`src/rtl/lwc_pkg.sv`:
```
package lwc_pkg;
    parameter int DATA_W = 256;
    parameter int RED_W  = 32;
    parameter int SYN_W  = 16;
    parameter logic [SYN_W-1:0] GEN_POLY = 16'h1021;

    typedef enum logic [1:0] {
        ST_OPEN  = 2'd0,
        ST_RETRY = 2'd1,
        ST_FATAL = 2'd2
    } lwc_state_e;

    // Column for codeword position pos: x^pos reduced modulo the generator.
    function automatic logic [SYN_W-1:0] col_of(int unsigned pos, logic [SYN_W-1:0] poly);
        logic [SYN_W-1:0] r;
        r = {{(SYN_W-1){1'b0}}, 1'b1};
        for (int unsigned k = 0; k < pos; k++) begin
            r = r[SYN_W-1] ? ((r << 1) ^ poly) : (r << 1);
        end
        return r;
    endfunction
endpackage

```
`src/rtl/lwc_retry_fsm.sv`:
```
module lwc_retry_fsm
    import lwc_pkg::*;
#(
    parameter int RETRY_MAX = 3
) (
    input  logic clk,
    input  logic rst_n,
    input  logic accept,
    input  logic pass,
    input  logic retry_ack,
    output logic ready,
    output logic retry_req,
    output logic fatal
);
    localparam int CW = $clog2(RETRY_MAX + 1);

    lwc_state_e state_q, state_d;
    logic [CW-1:0] cnt_q;

    always_ff @(posedge clk) begin
        if (!rst_n) state_q <= ST_OPEN;
        else        state_q <= state_d;
    end

    always_comb begin
        state_d = state_q;
        unique case (state_q)
            ST_OPEN: begin
                if (accept && !pass) begin
                    state_d = (cnt_q == CW'(RETRY_MAX)) ? ST_FATAL : ST_RETRY;
                end
            end
            ST_RETRY: if (retry_ack) state_d = ST_OPEN;
            ST_FATAL: state_d = ST_FATAL;
            default:  state_d = ST_OPEN;
        endcase
    end

    always_ff @(posedge clk) begin
        if (!rst_n) begin
            cnt_q <= '0;
        end else if (accept && pass) begin
            cnt_q <= '0;
        end else if (accept && !pass && cnt_q != CW'(RETRY_MAX)) begin
            cnt_q <= cnt_q + 1'b1;
        end
    end

    always_comb begin
        ready     = 1'b0;
        retry_req = 1'b0;
        fatal     = 1'b0;
        unique case (state_q)
            ST_OPEN:  ready     = 1'b1;
            ST_RETRY: retry_req = 1'b1;
            ST_FATAL: fatal     = 1'b1;
            default:  ready     = 1'b0;
        endcase
    end

    AST_RETRY_HELD: assert property (@(posedge clk) disable iff (!rst_n)
        retry_req && !retry_ack |=> retry_req);
    AST_RETRY_RELEASE: assert property (@(posedge clk) disable iff (!rst_n)
        retry_req && retry_ack |=> ready && !retry_req);
    AST_FATAL_STICKY: assert property (@(posedge clk) disable iff (!rst_n)
        fatal |=> fatal && !ready && !retry_req);
    AST_CNT_BOUND: assert property (@(posedge clk) disable iff (!rst_n)
        cnt_q <= CW'(RETRY_MAX));
endmodule

```
`config.mk`:
```
export PLATFORM = sky130hd
export DESIGN_NAME = lwc_retry_fsm
export DESIGN_NICKNAME = d
export VERILOG_FILES = /design/src/rtl/lwc_pkg.sv /design/src/rtl/lwc_retry_fsm.sv
export SDC_FILE = /design/constraint.sdc
export NUM_CORES = 1
export LEC_CHECK = 0
export ABC_AREA = 0
export BUFFER_PORTS_ARGS = -buffer_cell sky130_fd_sc_hd__buf_2
export CAP_MARGIN = 10
export CORE_AREA = 10 10 47 49
export DETAILED_ROUTE_END_ITERATION = 8
export DIE_AREA = 0 0 57 59
export PLACE_DENSITY = 0.37
export SYNTH_ARGS = -nofsm -noshare
export SYNTH_HDL_FRONTEND = slang
export SYNTH_SLANG_ARGS = --single-unit
export TNS_END_PERCENT = 30
```
`constraint.sdc`:
```
create_clock -name clk -period 1.5 [get_ports clk]
set_input_delay 0.375 -clock clk [delete_from_list [all_inputs] [get_ports clk]]
set_output_delay 0.375 -clock clk [all_outputs]
set_load 0.1 [all_outputs]
```
Yosys cells after proc, flatten, opt, wreduce, memory -nomap -nowiden
Index checks and enable logic that the tools add are counted.

word-level totals
  output and inout port bits = 3
  word-level logic and storage cells = 24
  bits in latches = 0
  flip-flop bits (word level) = 4
  memories kept = 0
  bits of input ports = 5
  memory bits (writable) = 0
  bits in read-only memories = 0

cells by class
  div/mod/pow operators = 0
  bitwise logic cells = 1
  add/subtract/negate cells = 1
  reduce and logical (&&, ||, !) cells = 7
  shifts and indexed selects = 0
  muxes and demuxes = 7
  order comparisons = 0
  multiply operators = 0
  equal/unequal tests = 6

operators with widths
  cell                   count
  $mux W2                3
  $ne A2 B2 Y1 const B   3
  $pmux W2 S3            1
  $eq A2 B2 Y1 const B   2
  $logic_and A1 B1 Y1    3
  $mux W1                3
  $add A2 B1 Y2 const B  1
  $eq A2 B1 Y1 const B   1
  $logic_not A2 Y1       1
  $reduce_and A2 Y1      1
  $reduce_or A2 Y1       1
  $logic_not A1 Y1       1
  $not A1 Y1             1

Longest topological paths before layout
  word-level depth = 4
  depth in mapped cells = 4
  depth with buffers taken out = 4

Least setup slack after synthesis
Ideal clock, no wire load.

  path type = reg-to-output
  start = reg state_q[1]
  end = out fatal
  path slack = -615 ps
  buffers on the path = 0
  arrival = 1740 ps
  required time = 1125 ps
  stages on the path, launching flop included = 2
  cell sequence = dfxtp_1 > nor2b_1

between the ends
  cells in the longest elaborated chain, start to end = 2

ends and longest elaborated chain
  element                   RTL line             source
  start: declaration        lwc_retry_fsm.sv:17  lwc_state_e state_q, state_d;
  start signal: assignment  lwc_retry_fsm.sv:22  else state_q <= state_d;
  $eq A2 B2 Y1              lwc_retry_fsm.sv:53  unique case (state_q)
  $mux W1                   lwc_retry_fsm.sv:53
  end: declaration          lwc_retry_fsm.sv:13  output logic fatal

No other way between the ends.

Worst setup path after layout
  start = reg cnt_q[0]
  end = reg state_q[0]

between the ends
  cells in the longest elaborated chain, start to end = 4

ends and longest elaborated chain
  element                   RTL line             source
  start: declaration        lwc_retry_fsm.sv:18  logic [CW-1:0] cnt_q;
  start signal: assignment  lwc_retry_fsm.sv:45  cnt_q <= cnt_q + 1'b1;
  $eq A2 B2 Y1              lwc_retry_fsm.sv:30  state_d = (cnt_q == CW'(RETRY_MAX)) ? ST_FATAL : ST_RETRY;
  $mux W2                   lwc_retry_fsm.sv:30
  $mux W2                   lwc_retry_fsm.sv:29  if (accept && !pass) begin
  $pmux W2 S3               lwc_retry_fsm.sv:27  unique case (state_q)

No other way between the ends. The select of a mux whose other input is x is not followed.
A chain may end at the register's enable or synchronous reset.

==> impl_metrics.toml <==
[outcome]
outcome = "finished clean"

[setup_path]
path_max_fanout = 3
critical_path.endpoint_type = "register"
crit_family = "simple AND/OR/NAND/NOR gates"
arrival_ns = 1.63
r2r_start = "cnt_q[0]"
cp.required_ns = 1.66
r2r-end = "state_q[0]"
path_cells = "ha_1 -> or3b_1 -> mux2_2 -> nor3b_2"
r2r_cells = 4
slowest_stage = "or3b_1"
path_depth = 4
crit_start = "cnt_q[0]"
crit_type = "reg2reg"
path_buf_inv = 0
r2r_slack_ns = 0.04
cp-start-kind = "register"
endpoint = "state_q[0]"
slowest_delay_ns = 0.42

[timing]
period_needed_ns = 1.46
worst_pin_slew_ns = 0.244
finalClockSkew_ns = 0.00347
period_share = 0.975
rsz0062_at_grt = "false"
drv_slew = 0
hold_viol = 0
relSlewSlack = 0.836
setup_violations = 0
fmax_ghz = 0.684

[pwr]
ir_drop_mv = 0.338
leakage_uw = 0.000136
clkPwrFrac = 0.433
power_frac_comb = 0.197
p_sw_uw = 85.5
seq_power_share = 0.370
power.density_nw_per_um2 = 948
switching_share = 0.275
intPower_uw = 225

[logic_synthesis]
synth.largest_area_cell = "dfxtp_1"
syn_nets = 27
synth-seq-cells = 4
synthesis.area_um2 = 196
syn_inst = 21
synth_top_cell_area_share = 0.408
synth_area_leaders = "dfxtp_1 41%, ha_1 6.4%, nor2b_1 6.4%"
seq_area_frac_synth = 0.408
ys_types = 14
yosys_warnings = 0
syn_avg_cell_area_um2 = 9.35

[cells_and_area]
syn2layout_area_growth_pct = 66.9
fin_nets = 39
n_fill_cell = 158
diodes = 0
final_area_um2 = 328
drive_above_1_share = 0.516
postLayoutCoreUtil = 0.234
finalNonFillerCells = 47

[clock_network]
h-tree-depth = 1
tritoncts = "built"
cts_buffer_depth = 2
ctsHoldBuffers = 0
cts_made_buffers = 3
post_cts_buffers = 0
insertion_delay_ns = 0.24
cts_sinks = 4
clkTransAtPathRegs_ns = 0.04
root_buffer = "clkbuf_4"
cts_resized = 0

[place]
place_area_um2 = 304
port_buffers = 7
place.gp.congestion = 0.601
dp.cells = 44

[global_routing]
first_global_vias = 190
grt_pass1_wl_um = 828
track_usage = 0.0349
grt_max_degree = 7
gr-total-overflow = 0
antenna_found_initial = 0

[die]
core_area_um2 = 1400
rows = 14
dieArea_um2 = 3360
die_h_um = 59
initial_core_util = 0.140
io_pins = 8
die_w_um = 57

[min_path]
holdPathStages = 2
hold_class = "in2reg"
worstHoldStart = "rst_n"

[routing]
drtIter0Drc = 4
vias_per_cell = 4.28
routed_wl_um = 568
ant_nets = 0
vias = 201
wl_per_cell_um = 12.1
drc_errors = 0
drt-pass1-iter-count = 4

[run]
maxCapViolations = 0
==> metal layers <==
metal	global-route usage	vias to the layer above	share of wire
met1	0.0331	93	0.45
met5	0	-	0
met2	0.0403	12	0.40
met3	0.0322	2	0.15
met4	0.0403	0	0.0070
li1	-	94	-
==> logic make-up after synthesis <==
group / Yosys count / share of synthesized area
AND/OR/NAND/NOR: 10 / 0.318
adder cells (fa/ha/maj): 1 / 0.0637
buffers and inverters: 1 / 0.0191
multiplexers: 1 / 0.0573
AO/OA/AOI/OAI: 4 / 0.134
flip-flops: 4 / 0.408
==> synthesized netlist by cell type <==
cell      number
nor3b_1        1
nand2b_1       1
inv_1          1
nor3b_2        1
a21boi_0       1
dfxtp_1        4
ha_1           1
o22ai_1        2
nor2b_1        2
a31oi_1        1
or3b_1         1
nor2_1         1
mux2_2         1
nand2_1        3
==> power by group through the flow <==
stage                     clock network (uW)  logic, uW  registers (uW)
after floorplan                            0       37.7             115
after global placement                     0       60.0             116
after detailed placement                   0       61.2             116
after CTS                                137       61.5             115
after global routing                     140       63.9             115
final                                    135       61.4             115
==> metrics by stage <==
stage	setup TNS [ns]	worst slack (ns)	hold slack, ns	power, uW
2_1_floorplan	-0.281	-0.136	0.450	153
3_3_place_gp	0	0.0808	0.471	176
3_5_place_dp	0	0.0532	0.480	178
4_1_cts	0	0.0281	0.455	314
5_1_grt	0	0.00222	0.460	319
6_report	0	0.0373	0.457	311
==> how the worst min path moves through the flow <==
stage	endpoint
2_1_floorplan	cnt_q[1]
3_3_place_gp	cnt_q[0]
3_5_place_dp	cnt_q[1]
4_1_cts	state_q[0]
5_1_grt	state_q[1]
6_report	state_q[1]
==> worst register-to-register path, stage by stage (launching register included) <==
cell,delay [ns]
dfxtp_1,0.32
ha_1,0.22
or3b_1,0.42
mux2_2,0.29
nor3b_2,0.14
==> layout by cell type, fill, tap and decap left out <==
master    synthesis  final
clkbuf_4          0      3
o22ai_1           2      2
dfxtp_1           4      3
nand2b_1          1      1
a31oi_1           1      1
nor2b_2           0      2
or3b_1            1      1
nor2_2            0      1
buf_12            0      3
nand2_1           3      3
a21boi_0          1      1
nor3b_1           1      1
dfxtp_2           0      1
inv_1             1      1
nor3b_2           1      1
ha_1              1      1
mux2_2            1      1
buf_2             0      4
==> area by class of cell <==
type | count | area (um2) | share of cell area
multi-input cells | 16 | 120 | 0.366
clock buffers | 3 | 22.5 | 0.0687
repair buffers | 7 | 80.1 | 0.244
flip-flops and latches | 4 | 81.3 | 0.248
well taps | 16 | 20.0 | 0.0611
inverters | 1 | 3.75 | 0.0115
==> registers in the layout, summed over array words and instances, names as in the netlist <==
signal and count:
state_q 2, cnt_q 2
Power figures use the tool's default switching activity.
